<file path="src/rtl/cbr_pkg.sv">
package cbr_pkg;
  localparam int DATA_W = 64;
  localparam int IMM_W  = 32;
  localparam int POS_W  = $clog2(DATA_W);
  typedef logic [DATA_W-1:0] word_t;
  typedef logic [POS_W-1:0]  pos_t;
endpackage

</file>
<file path="src/rtl/cbr_imm_build.sv">
module cbr_imm_build
  import cbr_pkg::*;
#(
  parameter int COND_W      = 4,
  parameter int JUMP_OFFSET = 8
) (
  input  logic [IMM_W-1:0]  imm_i,
  input  logic [COND_W-1:0] cond_i,
  output pos_t              pos_o,
  output word_t             addend_o
);
  localparam pos_t OFF_P = POS_W'(JUMP_OFFSET);

  word_t sext;
  word_t set_bit;

  always_comb begin
    pos_o    = POS_W'(cond_i) + OFF_P;
    sext     = {{(DATA_W-IMM_W){imm_i[IMM_W-1]}}, imm_i};
    set_bit  = word_t'(1) << pos_o;
    // shifting the set bit down one gives the bit to clear; at p = 0 it vanishes
    addend_o = (sext | set_bit) & ~(set_bit >> 1);
  end
endmodule

</file>
<file path="src/rtl/cbr_window_test.sv">
module cbr_window_test
  import cbr_pkg::*;
#(
  parameter int JUMP_BITS = 8
) (
  input  word_t sum_i,
  input  pos_t  pos_i,
  output logic  hit_o
);
  localparam word_t BASE_MASK = word_t'((64'd1 << JUMP_BITS) - 64'd1);

  word_t mask;

  always_comb begin
    mask  = BASE_MASK << pos_i;
    hit_o = ~|(sum_i & mask);
  end
endmodule

</file>
<file path="src/rtl/cbr_eval.sv">
module cbr_eval
  import cbr_pkg::*;
#(
  parameter int COND_W      = 4,
  parameter int JUMP_BITS   = 8,
  parameter int JUMP_OFFSET = 8
) (
  input  logic              clk_i,
  input  logic              rst_ni,
  input  logic              valid_i,
  input  logic [63:0]       reg_i,
  input  logic [31:0]       imm_i,
  input  logic [COND_W-1:0] cond_i,
  output logic              valid_o,
  output logic [63:0]       result_o,
  output logic              taken_o
);
  if (JUMP_BITS <= 0) begin : g_bad_bits
    $error("cbr_eval: JUMP_BITS must be positive");
  end
  if (JUMP_OFFSET < 0) begin : g_bad_off
    $error("cbr_eval: JUMP_OFFSET must not be negative");
  end
  if (JUMP_BITS + JUMP_OFFSET > 16) begin : g_bad_sum
    $error("cbr_eval: JUMP_BITS + JUMP_OFFSET must not exceed 16");
  end

  pos_t  pos;
  word_t addend;
  word_t sum;
  logic  hit;

  cbr_imm_build #(.COND_W(COND_W), .JUMP_OFFSET(JUMP_OFFSET)) u_imm (
    .imm_i   (imm_i),
    .cond_i  (cond_i),
    .pos_o   (pos),
    .addend_o(addend)
  );

  assign sum = reg_i + addend;

  cbr_window_test #(.JUMP_BITS(JUMP_BITS)) u_win (
    .sum_i(sum),
    .pos_i(pos),
    .hit_o(hit)
  );

  always_ff @(posedge clk_i or negedge rst_ni) begin
    if (!rst_ni) begin
      valid_o  <= 1'b0;
      result_o <= '0;
      taken_o  <= 1'b0;
    end else begin
      valid_o <= valid_i;
      taken_o <= valid_i & hit;
      if (valid_i) result_o <= sum;
    end
  end

  assert_bit_set_R1: assert property (@(posedge clk_i) disable iff (!rst_ni)
    addend[pos] == 1'b1);

  assert_below_clear_R2: assert property (@(posedge clk_i) disable iff (!rst_ni)
    (pos != '0) |-> addend[pos - POS_W'(1)] == 1'b0);

  assert_sign_ext_R3: assert property (@(posedge clk_i) disable iff (!rst_ni)
    addend[DATA_W-1:IMM_W] == {(DATA_W-IMM_W){imm_i[IMM_W-1]}});

  assert_latency_R6: assert property (@(posedge clk_i) disable iff (!rst_ni)
    $past(rst_ni) |-> valid_o == $past(valid_i));

  assert_idle_R7: assert property (@(posedge clk_i) disable iff (!rst_ni)
    !valid_o |-> !taken_o);

  assert_hold_R7: assert property (@(posedge clk_i) disable iff (!rst_ni)
    ($past(rst_ni) && !valid_o) |-> $stable(result_o));
endmodule

</file>
<file path="config.mk">
export PLATFORM = sky130hd
export DESIGN_NAME = cbr_eval
export DESIGN_NICKNAME = d
export VERILOG_FILES = /design/src/rtl/cbr_pkg.sv /design/src/rtl/cbr_imm_build.sv /design/src/rtl/cbr_window_test.sv /design/src/rtl/cbr_eval.sv
export SDC_FILE = /design/constraint.sdc
export NUM_CORES = 1
export LEC_CHECK = 0
export BUFFER_PORTS_ARGS = -buffer_cell sky130_fd_sc_hd__buf_2
export CORE_ASPECT_RATIO = 0.8
export CORE_UTILIZATION = 50
export DETAILED_ROUTE_END_ITERATION = 10
export MAX_ROUTING_LAYER = met4
export PLACE_DENSITY = 0.74
export SLEW_MARGIN = 5
export SYNTH_ARGS = -nofsm -noshare
export SYNTH_HDL_FRONTEND = slang
export SYNTH_HIERARCHICAL = 1
export SYNTH_SLANG_ARGS = --single-unit
export TNS_END_PERCENT = 5
</file>
<file path="constraint.sdc">
create_clock -name clk_i -period 2.2 [get_ports clk_i]
set_clock_uncertainty 0.05 [all_clocks]
set_input_delay 0.22 -clock clk_i [delete_from_list [all_inputs] [get_ports clk_i]]
set_output_delay 0.22 -clock clk_i [all_outputs]
set_load 0.005 [all_outputs]
</file>
==> results.cfg <==
[routing]
first_pass_iters = 6
drc = 0
vias_per_cell = 5.86
dr.first_iter.drc_count = 1062
wl_mm = 30.3
wl_per_cell_um = 17.8
drt.antenna.violating_nets = 0
vias = 10000

[grt]
grt_start_max_net_pins = 42
overflow = 0
grt_use_total = 0.351
first_global_vias = 9360
antenna_found_initial = 1
grt_pass1_wl_mm = 47.6

[floorplan]
dieWidth_um = 147
dieArea_um2 = 17400
coreArea_um2 = 16600
start_util = 0.511
num_rows = 42
fp.dieH_um = 118
num_io_pins = 169

[sta]
rsz0062_at_grt = yes
fmax_ghz = 0.279
period_share = 1.63
worst_slack_ps = -1380
hold_viol_final = 0
drv_slew = 0
timing.slew.headroom = 0.611
worst_pin_slew_ps = 583
finalCriticalPeriod_ps = 3580
setup_violations = 55

[logic_synthesis]
synth_ff_type = dfrtp_1
syn-num-nets = 1229
synth_seq_area_share = 0.195
synth-edff-count = 0
syn_area_per_cell_um2 = 7.98
synth_async_sr_flop_share = 1.00
synthCells = 1060
syn_area_um2 = 8460
synth_cell_type_count = 96
synth_warnings = 6
ys_seq_elements = 66

[placed_design]
port_buffers = 168
gp_congestion = 0.986
dp_hpwl_mm = 23.8
pre_cts_ws_ps = -1730

[clocking]
clock_sinks = 66
numCtsBuffers = 9
clockBufferDepth = 2
clock_latency_ps = 340
h-tree-depth = 3
cts-root-buf = clkbuf_16
cts_tree = done
clkTransAtPathRegs_ps = 60

[outcome]
violations = negative setup slack
run_status = complete, but fails checks

[critical_path]
crit_type = in -> reg
required_ps = 2440
cp.arrival_ps = 3820
critPathCaptureType = flip-flop
startpoint_type = input pin
crit_path_max_fanout = 7

[cells_and_area]
fin_util = 0.746
fill_cells = 1247
drive_gt1_frac = 0.462
area_growth_syn_to_layout_pct = 45.9
antenna_cells = 0
fin_nets = 1652

[power]
total_power_mw = 7.32
power.internal_mw = 4.49
switchingPower_mw = 2.83
p_leak_nw = 5.96
p_seq_frac = 0.232
p_per_area_nw_per_um2 = 593
ir_drop_mv = 0.473
sw_frac_of_total = 0.387
p_comb_frac = 0.578
p_clk_frac = 0.189

[run]
drv_cap = 0

[min_path]
min_path_type = in -> reg
-- final timing paths --
| path | startpoint | end | slack (ps) | cells after the start |
|---|---|---|---|---|
| setup / recovery | cond_i[3] | taken_o$_DFF_PN0_ | -1380 | 20 |
| hold / removal | imm_i[0] | result_o[0]$_DFFE_PN0P_ | 220 | 3 |
| setup reg to reg | result_o[61]$_DFFE_PN0P_ | result_o[61]$_DFFE_PN0P_ | 1060 | 3 |
| hold reg to reg | result_o[63]$_DFFE_PN0P_ | result_o[63]$_DFFE_PN0P_ | 440 | 2 |
| max in group asynchronous | rst_ni | result_o[29]$_DFFE_PN0P_ | 1050 | 3 |
| min in group asynchronous | rst_ni | result_o[13]$_DFFE_PN0P_ | 350 | 2 |
-- Yosys cell counts (34+ instances only) --
cell type / count / share of area
a21oi_1: 110 / 0.065
nand2_1: 93 / 0.041
xnor2_1: 34 / 0.035
a21o_1: 38 / 0.034
ha_1: 65 / 0.096
nor2_1: 66 / 0.029
o21ai_0: 70 / 0.041
mux2_2: 54 / 0.072
dfrtp_1: 66 / 0.20
buf_4: 40 / 0.036
clkbuf_1: 38 / 0.017
-- state kept, by name (all words and copies together), names as in the netlist --
signal and count:
result_o 64, valid_o 1, taken_o 1
-- logic make-up (layout without fill, tap and decap cells) --
group                    after synthesis  after routing  synth area share
flip-flops                            66             66             0.195
adder cells (fa/ha/maj)               67             67            0.0999
AND/OR/NAND/NOR                      296            296             0.176
AO/OA/AOI/OAI                        375            375             0.300
buffers and inverters                138            566            0.0907
other                                  1              1          0.000443
XOR/XNOR                              59             59            0.0611
multiplexers                          58             58            0.0766
-- cell usage in the layout (no fill, tap or decap), types with 9 or more instances in the layout --
cell / instances
a211oi_1: 10
a21o_1: 38
a21oi_1: 102
a21oi_2: 11
and3_1: 9
buf_2: 164
buf_4: 348
clkbuf_16: 9
dfrtp_1: 66
ha_1: 63
inv_1: 25
mux2_2: 53
nand2_1: 91
nand3_1: 14
nand4_1: 23
nor2_1: 62
nor2b_1: 16
nor3_1: 13
o21a_1: 14
o21ai_0: 58
o21ai_1: 10
o21ai_2: 9
o31ai_1: 11
xnor2_1: 28
xor2_1: 20
-- critical path: stages --
cell and delay [ps]:
buf_12 120, nand2b_4 160, o31ai_1 230, o21ai_1 100, ha_1 330, buf_6 140, a21o_1 200, a211oi_4 350
buf_4 180, o2111a_1 200, a21o_1 170, nor2_2 60, a311o_1 270, xor2_1 170, o22ai_1 160, a21oi_1 80
a221oi_1 210, nand3_1 120, a2111oi_2 200, and2_1 170
-- stage by stage --
| stage | hold slack [ps] | TNS [ps] | area (um^2) | std cells |
|---|---|---|---|---|
| after detailed placement | 197 | -63840 | 11600 | 1683 |
| after floorplan | -126 | -36630 | 8480 | 1060 |
| after global placement | 191 | -59510 | 11600 | 1683 |
| final | 218 | -38300 | 12300 | 1708 |
| after global routing | 226 | -44590 | 12300 | 1708 |
| after CTS | 210 | -33980 | 12200 | 1705 |
-- per-layer routing --
| metal | routed length (um) | share of wire | GRT usage | up-vias |
|---|---|---|---|---|
| met5 | 0 | 0 | - | - |
| met3 | 2610 | 0.086 | 0.0660 | 65 |
| met4 | 659 | 0.022 | 0.0851 | 0 |
| met1 | 14000 | 0.46 | 0.500 | 4690 |
| met2 | 13100 | 0.43 | 0.509 | 514 |
| li1 | - | - | - | 4735 |
-- final cells by class --
cell class              count  area, um^2  area share
repair buffers            524        3620       0.293
well taps                 220         275      0.0223
clock buffers              10         239      0.0194
flip-flops and latches     66        1650       0.134
multi-input cells         856        6420       0.520
inverters                  26        97.6     0.00791
clock inverters             6        41.3     0.00335
-- power groups by stage --
stage	clock (mW)	sequential, mW	combinational (mW)
6_report	1.39	1.70	4.23
5_1_grt	1.46	1.74	4.53
4_1_cts	1.41	1.70	4.07
3_5_place_dp	0	1.72	3.90
3_3_place_gp	0	1.70	3.83
2_1_floorplan	0	1.72	1.94
-- timing repair --
| action | CTS | global route |
|---|---|---|
| endpoints found under the setup margin | 55 | 56 |
| buffers inserted | 6 | 3 |
| resized for setup | 62 | 32 |
| hold endpoints to repair | 19 | 0 |
| hold buffers | 1 | 0 |
| pin swaps | 40 | 27 |
Power figures use the tool's default switching activity.
